## src/rtl/pbd_pkg.sv

```systemverilog
package pbd_pkg;

    localparam int METH_W = 13;
    localparam int SUB_W  = 3;
    localparam int CNT_W  = 13;
    localparam int WORD_W = 32;

    typedef enum logic [2:0] {
        MD_STEP_A = 3'd0,
        MD_STEP_B = 3'd1,
        MD_SAME_A = 3'd2,
        MD_SAME_B = 3'd3,
        MD_IMM    = 3'd4,
        MD_ONCE   = 3'd5,
        MD_BAD_6  = 3'd6,
        MD_BAD_7  = 3'd7
    } mode_e;

    typedef struct packed {
        mode_e              mode;
        logic [CNT_W-1:0]   cnt;
        logic [SUB_W-1:0]   sub;
        logic [METH_W-1:0]  meth;
    } hdr_t;

    typedef struct packed {
        logic [METH_W-1:0]  meth;
        logic [SUB_W-1:0]   sub;
        logic [WORD_W-1:0]  data;
    } wr_evt_t;

    typedef enum logic [1:0] {
        PH_IDLE = 2'd0,
        PH_HDR  = 2'd1,
        PH_ARG  = 2'd2
    } phase_e;

endpackage

```

## src/rtl/pbd_fetch.sv

```systemverilog
module pbd_fetch #(
    parameter int ADDR_W = 32,
    parameter int LEN_W  = 16
) (
    input  logic                      clk,
    input  logic                      rst_n,
    input  logic                      go,
    input  logic [ADDR_W-1:0]         base_addr,
    input  logic [LEN_W-1:0]          n_words,
    output logic                      mem_req,
    output logic [ADDR_W-1:0]         mem_addr,
    input  logic                      mem_rvalid,
    input  logic [pbd_pkg::WORD_W-1:0] mem_rdata,
    input  logic                      take,
    output logic                      word_valid,
    output logic [pbd_pkg::WORD_W-1:0] word_data,
    output logic                      drained
);
    import pbd_pkg::*;

    localparam int STEP = WORD_W / 8;

    typedef struct packed {
        logic [ADDR_W-1:0] ptr;
        logic [ADDR_W-1:0] lim;
        logic              pend;
        logic              held;
        logic [WORD_W-1:0] word;
    } fst_t;

    fst_t q, d;
    logic req_c;

    always_comb begin
        d     = q;
        req_c = 1'b0;
        if (go) begin
            d.ptr  = base_addr;
            d.lim  = base_addr + ADDR_W'({n_words, 2'b00});
            d.pend = 1'b0;
            d.held = 1'b0;
        end else begin
            if (take) begin
                d.held = 1'b0;
            end
            if (mem_rvalid && q.pend) begin
                d.pend = 1'b0;
                d.held = 1'b1;
                d.word = mem_rdata;
                d.ptr  = q.ptr + ADDR_W'(STEP);
            end
            if (!q.pend && !q.held && (q.ptr < q.lim)) begin
                req_c  = 1'b1;
                d.pend = 1'b1;
            end
        end
    end

    always_ff @(posedge clk or negedge rst_n) begin
        if (!rst_n) begin
            q <= '0;
        end else begin
            q <= d;
        end
    end

    assign mem_req    = req_c;
    assign mem_addr   = q.ptr;
    assign word_valid = q.held;
    assign word_data  = q.word;
    assign drained    = !q.pend && !q.held && (q.ptr >= q.lim);

    AST_REQ_INSIDE_LIST: assert property (@(posedge clk) disable iff (!rst_n)
        mem_req |-> (mem_addr < q.lim)) else $error("read past list end");

    AST_PTR_FROZEN: assert property (@(posedge clk) disable iff (!rst_n)
        (q.held && !take && !go) |=> $stable(q.ptr) && !mem_req) else $error("pointer moved while stalled");

endmodule

```

## src/rtl/pbd_parse.sv

```systemverilog
module pbd_parse (
    input  logic                        clk,
    input  logic                        rst_n,
    input  logic                        go,
    input  logic                        word_valid,
    input  logic [pbd_pkg::WORD_W-1:0]  word_data,
    input  logic                        drained,
    input  logic                        slot_ready,
    input  logic                        out_idle,
    output logic                        take,
    output logic                        emit_valid,
    output pbd_pkg::wr_evt_t            emit_evt,
    output logic                        finish,
    output logic                        idle,
    output logic                        err
);
    import pbd_pkg::*;

    typedef struct packed {
        phase_e            ph;
        mode_e             mode;
        logic [METH_W-1:0] meth;
        logic [SUB_W-1:0]  sub;
        logic [CNT_W-1:0]  cnt;
        logic [CNT_W-1:0]  idx;
        logic              err;
    } pst_t;

    pst_t q, d;
    hdr_t h;
    logic [METH_W-1:0] arg_meth;

    always_comb begin
        unique case (q.mode)
            MD_STEP_A, MD_STEP_B: arg_meth = q.meth + q.idx;
            MD_ONCE:              arg_meth = q.meth + METH_W'(q.idx != '0);
            default:              arg_meth = q.meth;
        endcase
    end

    always_comb begin
        d          = q;
        h          = hdr_t'(word_data);
        take       = 1'b0;
        emit_valid = 1'b0;
        emit_evt   = '0;
        finish     = 1'b0;
        unique case (q.ph)
            PH_IDLE: begin
                if (go) begin
                    d.ph  = PH_HDR;
                    d.err = 1'b0;
                end
            end
            PH_HDR: begin
                if (word_valid) begin
                    unique case (h.mode)
                        MD_STEP_A, MD_STEP_B, MD_SAME_A, MD_SAME_B, MD_ONCE: begin
                            take = 1'b1;
                            if (h.cnt == '0) begin
                                if (h.mode == MD_ONCE) begin
                                    d.err = 1'b1;
                                end
                            end else begin
                                d.ph   = PH_ARG;
                                d.mode = h.mode;
                                d.meth = h.meth;
                                d.sub  = h.sub;
                                d.cnt  = h.cnt;
                                d.idx  = '0;
                            end
                        end
                        MD_IMM: begin
                            if (slot_ready) begin
                                take          = 1'b1;
                                emit_valid    = 1'b1;
                                emit_evt.meth = h.meth;
                                emit_evt.sub  = h.sub;
                                emit_evt.data = WORD_W'(h.cnt);
                            end
                        end
                        default: begin
                            take  = 1'b1;
                            d.err = 1'b1;
                        end
                    endcase
                end else if (drained && out_idle) begin
                    finish = 1'b1;
                    d.ph   = PH_IDLE;
                end
            end
            PH_ARG: begin
                if (word_valid) begin
                    if (slot_ready) begin
                        take          = 1'b1;
                        emit_valid    = 1'b1;
                        emit_evt.meth = arg_meth;
                        emit_evt.sub  = q.sub;
                        emit_evt.data = word_data;
                        d.idx         = q.idx + CNT_W'(1);
                        if ((q.idx + CNT_W'(1)) == q.cnt) begin
                            d.ph = PH_HDR;
                        end
                    end
                end else if (drained && out_idle) begin
                    d.err  = 1'b1;
                    finish = 1'b1;
                    d.ph   = PH_IDLE;
                end
            end
            default: d.ph = PH_IDLE;
        endcase
    end

    always_ff @(posedge clk or negedge rst_n) begin
        if (!rst_n) begin
            q <= '0;
        end else begin
            q <= d;
        end
    end

    assign idle = (q.ph == PH_IDLE);
    assign err  = q.err;

    AST_ERR_STICKY: assert property (@(posedge clk) disable iff (!rst_n)
        (q.err && !go) |=> q.err) else $error("error flag dropped");

    AST_EMIT_HAS_SLOT: assert property (@(posedge clk) disable iff (!rst_n)
        emit_valid |-> slot_ready) else $error("emit into full slot");

    AST_ARG_NEEDS_WORD: assert property (@(posedge clk) disable iff (!rst_n)
        take |-> word_valid) else $error("consumed a missing word");

    AST_ONCE_TARGET: assert property (@(posedge clk) disable iff (!rst_n)
        (emit_valid && q.ph == PH_ARG && q.mode == MD_ONCE && q.idx != '0)
            |-> (emit_evt.meth == q.meth + METH_W'(1))) else $error("once-mode target wrong");

endmodule

```

## src/rtl/pbd_out.sv

```systemverilog
module pbd_out (
    input  logic             clk,
    input  logic             rst_n,
    input  logic             in_valid,
    input  pbd_pkg::wr_evt_t in_evt,
    output logic             in_ready,
    output logic             out_valid,
    output pbd_pkg::wr_evt_t out_evt,
    input  logic             out_ready
);
    import pbd_pkg::*;

    typedef struct packed {
        logic    valid;
        wr_evt_t evt;
    } ost_t;

    ost_t q, d;

    always_comb begin
        d        = q;
        in_ready = !q.valid || out_ready;
        if (out_ready) begin
            d.valid = 1'b0;
        end
        if (in_valid && in_ready) begin
            d.valid = 1'b1;
            d.evt   = in_evt;
        end
    end

    always_ff @(posedge clk or negedge rst_n) begin
        if (!rst_n) begin
            q <= '0;
        end else begin
            q <= d;
        end
    end

    assign out_valid = q.valid;
    assign out_evt   = q.evt;

    AST_HOLD_STALLED: assert property (@(posedge clk) disable iff (!rst_n)
        (out_valid && !out_ready) |=> (out_valid && $stable(out_evt))) else $error("stalled write changed");

endmodule

```

## src/rtl/cmd_stream_decoder.sv

```systemverilog
module cmd_stream_decoder #(
    parameter int ADDR_W = 32,
    parameter int LEN_W  = 16
) (
    input  logic              clk,
    input  logic              rst_n,
    input  logic              start,
    input  logic [ADDR_W-1:0] start_addr,
    input  logic [LEN_W-1:0]  len_words,
    output logic              mem_req,
    output logic [ADDR_W-1:0] mem_addr,
    input  logic              mem_rvalid,
    input  logic [31:0]       mem_rdata,
    output logic              wr_valid,
    input  logic              wr_ready,
    output logic [12:0]       wr_method,
    output logic [2:0]        wr_subch,
    output logic [31:0]       wr_data,
    output logic              done,
    output logic              err
);
    import pbd_pkg::*;

    logic    go, p_idle, take, word_valid, drained;
    logic    emit_valid, slot_ready, finish;
    logic [WORD_W-1:0] word_data;
    wr_evt_t emit_evt, out_evt;
    logic    done_d, done_q;

    assign go = start && p_idle;

    pbd_fetch #(.ADDR_W(ADDR_W), .LEN_W(LEN_W)) u_fetch (
        .clk        (clk),
        .rst_n      (rst_n),
        .go         (go),
        .base_addr  (start_addr),
        .n_words    (len_words),
        .mem_req    (mem_req),
        .mem_addr   (mem_addr),
        .mem_rvalid (mem_rvalid),
        .mem_rdata  (mem_rdata),
        .take       (take),
        .word_valid (word_valid),
        .word_data  (word_data),
        .drained    (drained)
    );

    pbd_parse u_parse (
        .clk        (clk),
        .rst_n      (rst_n),
        .go         (go),
        .word_valid (word_valid),
        .word_data  (word_data),
        .drained    (drained),
        .slot_ready (slot_ready),
        .out_idle   (!wr_valid),
        .take       (take),
        .emit_valid (emit_valid),
        .emit_evt   (emit_evt),
        .finish     (finish),
        .idle       (p_idle),
        .err        (err)
    );

    pbd_out u_out (
        .clk       (clk),
        .rst_n     (rst_n),
        .in_valid  (emit_valid),
        .in_evt    (emit_evt),
        .in_ready  (slot_ready),
        .out_valid (wr_valid),
        .out_evt   (out_evt),
        .out_ready (wr_ready)
    );

    always_comb begin
        done_d = finish;
    end

    always_ff @(posedge clk or negedge rst_n) begin
        if (!rst_n) begin
            done_q <= 1'b0;
        end else begin
            done_q <= done_d;
        end
    end

    assign done      = done_q;
    assign wr_method = out_evt.meth;
    assign wr_subch  = out_evt.sub;
    assign wr_data   = out_evt.data;

    AST_DONE_SINGLE: assert property (@(posedge clk) disable iff (!rst_n)
        done |=> !done) else $error("done longer than one cycle");

    AST_DONE_DRAINED: assert property (@(posedge clk) disable iff (!rst_n)
        done |-> !wr_valid) else $error("done with write pending");

endmodule

```

## config.mk

```make
export PLATFORM = sky130hd
export DESIGN_NAME = cmd_stream_decoder
export DESIGN_NICKNAME = d
export VERILOG_FILES = /design/src/rtl/pbd_pkg.sv /design/src/rtl/pbd_fetch.sv /design/src/rtl/pbd_parse.sv /design/src/rtl/pbd_out.sv /design/src/rtl/cmd_stream_decoder.sv
export SDC_FILE = /design/constraint.sdc
export NUM_CORES = 1
export LEC_CHECK = 0
export ABC_AREA = 1
export BUFFER_PORTS_ARGS = -buffer_cell sky130_fd_sc_hd__buf_2
export CAP_MARGIN = 20
export CORE_ASPECT_RATIO = 0.6
export CORE_UTILIZATION = 59
export CTS_BUF_LIST = sky130_fd_sc_hd__clkbuf_16
export DETAILED_ROUTE_END_ITERATION = 6
export PLACE_DENSITY_LB_ADDON = 0.05
export SYNTH_ARGS = -nofsm -noshare
export SYNTH_HDL_FRONTEND = slang
export SYNTH_SLANG_ARGS = --single-unit
```

## constraint.sdc

```tcl
create_clock -name clk -period 3.6 [get_ports clk]
set_input_delay 0.54 -clock clk [delete_from_list [all_inputs] [get_ports clk]]
set_output_delay 0.54 -clock clk [all_outputs]
set_load 0.01 [all_outputs]
```

---- Word level (Yosys, flattened, before mapping) ----
Index checks and enable logic that the tools add are counted.
word-level totals
  register bits ........................... 196
  latch bits .............................. 0
  bits in writable memories ............... 0
  ROM bits ................................ 0
  bits of input ports ..................... 85
  output and inout bits ................... 84
  logic and storage cells ................. 129
  memories kept ........................... 0
operators by class
  add/sub/neg operators ................... 5
  $mul .................................... 0
  div/mod/pow operators ................... 0
  magnitude comparators ................... 2
  eq/ne operators ......................... 25
  shift operators ......................... 0
  mux-type cells .......................... 48
  bitwise gates (word level) .............. 2
  reductions and logical operators ........ 30
operators by type and width
  kind                                                   count
  2-to-1 mux 48 bit                                      5
  one-hot mux 48 bit (2 select lines)                    1
  2-to-1 mux 47 bit                                      2
  2-to-1 mux 32 bit                                      2
  one-hot mux 13 bit (2 select lines)                    2
  2-to-1 mux 49 bit                                      1
  2-to-1 mux 34 bit                                      1
  adder 32 x 18 -> 32 bit                                1
  adder 32 x 3 -> 32 bit, second input constant          1
  >= comparator 32 bit                                   1
  less-than comparator 32 bit                            1
  2-to-1 mux 13 bit                                      2
  2-to-1 mux 1 bit                                       19
  inequality test 2 bit, second input constant           8
  2-to-1 mux 14 bit                                      1
  2-to-1 mux 2 bit                                       7
  adder 13 x 1 -> 13 bit                                 1
  adder 13 x 1 -> 13 bit, second input constant          1
  adder 13 bit                                           1
  == test 13 bit                                         1
  logical NOT 13 bit                                     1
  nonzero test 13 bit                                    1
  == test 3 bit, second input constant                   3
  inequality test 3 x 2 -> 1 bit, second input constant  3
  24 further kinds                                       45

---- Logic depth before layout (Yosys ltp) ----
  depth in word-level cells ............... 10
  depth in mapped cells ................... 20
  depth with buffers taken out ............ 20

---- Hierarchy ----
Synthesis repeated with hierarchy kept, for this count alone.
unflattened totals
  cells, all modules ...................... 1920
  area total of the unflattened synthesis .. 13319.0 um2
modules (own cells, without submodules)
  module              times used  cells each  area an instance (um2)
  pbd_fetch           1           1061        7340.8
  pbd_parse           1           643         4013.8
  pbd_out             1           212         1928.1
  cmd_stream_decoder  1           4           36.3

---- Worst setup path before layout ----
Ideal clock, no wire load.
  kind .................................... register -> register
  start point ............................. reg u_parse.q[1] (netlist bit)
  end point ............................... reg u_out.q, in the netlist u_out.out_evt[43]
  arrival time ............................ 2.622 ns
  setup slack ............................. 0.900 ns
  stages on the path, launching flop included .. 18
  buffers on the path ..................... 0
  period minus slack after synthesis ...... 2.700 ns
  cell sequence ........................... dfrtp_1 > inv_2 > ha_1 > nand2_1 > nor4_1 > a32oi_1 > ha_1 > inv_1 > fa_1 > inv_1 > nand3_1 > nand2_1 > a21boi_0 > o21ai_0 > or2_2 > nand3_1 > o211ai_1 > a21oi_1
between the ends
  cells in the longest elaborated chain, start to end .. 6
  elaborated cells on any way between the ends .. 7
RTL lines
  element                                  line              source
  start, declared                          pbd_parse.sv:29   pst_t q, d;
  start signal, assigned                   pbd_parse.sv:117  q <= '0;
  start signal, assigned                   pbd_parse.sv:119  q <= d;
  nonzero test 13 bit                      pbd_parse.sv:36   MD_ONCE: arg_meth = q.meth + METH_W'(q.idx != '0);
  adder 13 x 1 -> 13 bit                   pbd_parse.sv:36
  one-hot mux 13 bit (2 select lines) (*)  pbd_parse.sv:34   unique case (q.mode)
  2-to-1 mux 48 bit (*)                    pbd_parse.sv:94   if (slot_ready) begin
  2-to-1 mux 48 bit (*)                    pbd_parse.sv:93   if (word_valid) begin
  one-hot mux 48 bit (2 select lines) (*)  pbd_parse.sv:48   unique case (q.ph)
  end signal, assigned                     pbd_out.sv:34     q <= '0;
  end signal, assigned                     pbd_out.sv:36     q <= d;
  end, declared                            pbd_out.sv:18     ost_t q, d;
Every way passes the cells marked *; elsewhere a longest branch is shown, timed or not.
A chain may end at the register's enable or synchronous reset.

---- Worst setup path after layout ----
Same ends and word-level chain as after synthesis.

==> impl_metrics.toml <==
[status]
outcome = "finished clean"

[worst_setup_path]
crit_path_top_delay_cell = "dfrtp_1"
critPathMaxFanout = 8
path_cells = "inv_2, ha_1, nand2_1, nor4_1, a32oi_1, ha_1, inv_1, fa_1, inv_1, nand3_1, nand2_1, a21boi_0, o21ai_0, or2_2, nand3_1, o211ai_1, a21oi_1"
arrival_ps = 3620
r2r_start = "u_parse.q[1]$_DFFE_PN0P_"
r2r-end = "u_out.out_evt[43]$_DFFE_PN0P_"
cpPeakStageDelay_ps = 470
r2r_setup_slack_ps = 350
startpoint_type = "flip-flop"
crit_buf_inv = 3
cpLargestDelayFamily = "compound AO/OA/AOI/OAI gates"
cp-end-kind = "flip-flop"
cp.required_ps = 3970
r2r_cells = 17
crit_type = "reg2reg"

[clock_tree]
cts_buffer_depth = 2
clk_pin_slew_ps = 70
cts_tree = "built"
cts_hold_buf = 0
clk_latency_ps = 450
cts_resized = 0
clockRootBuffer = "clkbuf_16"
clock_sinks = 196
htreeDepth = 4
cts_buffers = 17
post_cts_buffers = 0

[yosys]
async_reset_ff_share_pct = 100.0
synth_area_leaders = "dfrtp_1, nand2_1, ha_1, inv_1, o21ai_0"
seq_area_frac_synth_pct = 40.66
synthDistinctLibCells = 49
yosysTopAreaCell = "dfrtp_1"
synth_edf_count = 0
syn_inst = 1565
synth_top_area_share_pct = 40.66
synthesis.area_mm2 = 0.01206
syn_nets = 1719
synth_warnings = 0
syn_avg_cell_area_um2 = 7.708
ys.flop_type = "dfrtp_1"
synth-seq-cells = 196

[pwr]
netSwitchingFraction_pct = 45.64
netSwitchingPower_uw = 5049
p_int_uw = 6014
ir_drop_mv = 0.4397
p_per_area_mw_per_mm2 = 813.7
p_clk_share_pct = 17.4
seq_power_share_pct = 37.6
combPwrFrac_pct = 45.1
leakage_uw = 0.006795

[routing]
drt_iter0_drc = 1185
ant_nets = 0
drc = 0
routed_wl_um = 35810
viasPerCell = 5.740
via_count = 11370
dr.pass1.iters = 5
routedWlPerCell_um = 18.08

[grt]
grt-ovfl-total = 0
grt_max_degree = 83
grt_usage_pct = 34.97
grt_pass1_wl_um = 56740
antenna_found_initial = 0
grt_pass1_vias = 10280

[timing]
tightest_slew_ps = 694.9
tns_ps = 0
fmax_mhz = 307.3
maxSlewViolCount = 0
clock_skew_ps = 14.58
finalHoldViolations = 0
finalCritPeriodShare_pct = 90.41
period_minus_slack_ps = 3255
setup_viol = 0
max-slew-margin-rel_pct = 53.68
rsz0062_at_grt = "no"
setup_slack_ps = 345.4
whs_ps = 129.2

[cells_and_area]
layout.cells.non_filler = 1980
drive_gt1_share_pct = 15.65
nets = 1848
design_area_mm2 = 0.01360
fillers = 1762
area_growth_syn_to_layout_pct = 12.71

[placed_design]
dpl.cell_count = 1948
pre_cts_ws_ps = 459.2
place.gp.congestion = 0.9750
dpl_cell_area_mm2 = 0.01302
portBuffers = 168
dp_hpwl_um = 26690

[floorplan]
ios = 169
die_x_um = 186.6
rows = 40
dieArea_mm2 = 0.02104
coreArea_mm2 = 0.02002
die_y_um = 112.8
initial_utilization_pct = 60.26

[min_path]
min_path_type = "in2async"

[run]
cap_violations = 0
## per-layer routing
metal / vias to the layer above / GRT usage [%] / wire (um)
met1: 5324 / 57.30 / 17720
met2: 575 / 45.65 / 13840
li1: 5432 / - / -
met5: - / 0 / 0
met3: 35 / 8.344 / 3831
met4: 0 / 7.377 / 419
## registers in the layout, summed over array words and instances, names as in the netlist, 32 cells and up
| register | flops |
|---|---|
| u_fetch.word_data | 32 |
| u_fetch.mem_addr | 32 |
| u_out.out_evt | 48 |
| u_fetch.q | 33 |
| u_parse.q | 47 |
## worst max path at each step
stage | depth (start not counted) | slack (ps) | start | end
detailed placement | 17 | 460 | u_parse.q[1]$_DFFE_PN0P_ | u_out.out_evt[43]$_DFFE_PN0P_
CTS | 17 | 440 | u_parse.q[1]$_DFFE_PN0P_ | u_out.out_evt[43]$_DFFE_PN0P_
floorplan | 17 | 900 | u_parse.q[1]$_DFFE_PN0P_ | u_out.out_evt[43]$_DFFE_PN0P_
global placement | 19 | 580 | u_parse.q[1]$_DFFE_PN0P_ | u_out.out_evt[45]$_DFFE_PN0P_
global route | 19 | 130 | u_parse.q[1]$_DFFE_PN0P_ | u_out.out_evt[45]$_DFFE_PN0P_
finish | 17 | 350 | u_parse.q[1]$_DFFE_PN0P_ | u_out.out_evt[43]$_DFFE_PN0P_
## layout make-up
| class | instances | area [um^2] | share of cell area [%] |
|---|---|---|---|
| Antenna cell | 1 | 2.502 | 0.01841 |
| Multi-Input combinational cell | 1101 | 6022 | 44.29 |
| Tap cell | 273 | 341.6 | 2.512 |
| Sequential cell | 196 | 4905 | 36.08 |
| Timing Repair Buffer | 188 | 1037 | 7.629 |
| Inverter | 190 | 713.2 | 5.246 |
| Clock inverter | 14 | 148.9 | 1.095 |
| Clock buffer | 17 | 425.4 | 3.129 |
## through the flow
stage	utilization (%)	total power, uW
3_5_place_dp	65.03	9036
6_report	67.91	11060
3_3_place_gp	65.03	8874
5_1_grt	67.90	11900
4_1_cts	67.90	10990
2_1_floorplan	-	7382
## kinds of logic after synthesis
group | Yosys count | share of synthesized area (%)
compound gates | 297 | 14.79
simple gates | 699 | 25.02
buf+inv | 268 | 9.522
flops | 196 | 40.66
xor+xnor | 36 | 2.728
fa+ha+maj | 69 | 7.281
## power groups by stage
stage / Sequential, uW / Clock (uW) / Combinational, uW
after global routing: 4270 / 2030 / 5610
after CTS: 4120 / 1940 / 4940
final: 4160 / 1920 / 4990
after floorplan: 3940 / 0 / 3440
after detailed placement: 4150 / 0 / 4890
after global placement: 4120 / 0 / 4750
## synthesized netlist by cell type, types with 9 or more instances
cell      instances
o21ai_0         112
o221ai_1         16
nand3_1          83
a31oi_1          10
o211ai_1         13
nor2_1           96
clkbuf_1         32
o31ai_1          17
xor2_1           27
dfrtp_1         196
nor3_1           24
inv_1           179
buf_2             9
o22ai_1          13
ha_1             67
a21oi_1          70
a22oi_1          15
nand4_1          27
nand2_1         420
buf_4            33
nor4_1           12
## placed cells by master, fill, tap and decap left out, drive strengths merged, types with 7 or more instances in the layout
master and instances:
nor3 24, or2 7, xnor2 8, xor2 27
buf 187, nor4 13, dfrtp 196, o31ai 17
o22ai 13, o211ai 13, ha 67, o221ai 16
inv 191, a31oi 10, o21bai 7, nand3 86
o21ai 116, nor2 111, nand4 27, a21oi 77
a22oi 15, nand2 428, clkbuf 18, clkinv 7
No activity file was read; power rests on OpenSTA's default activity.
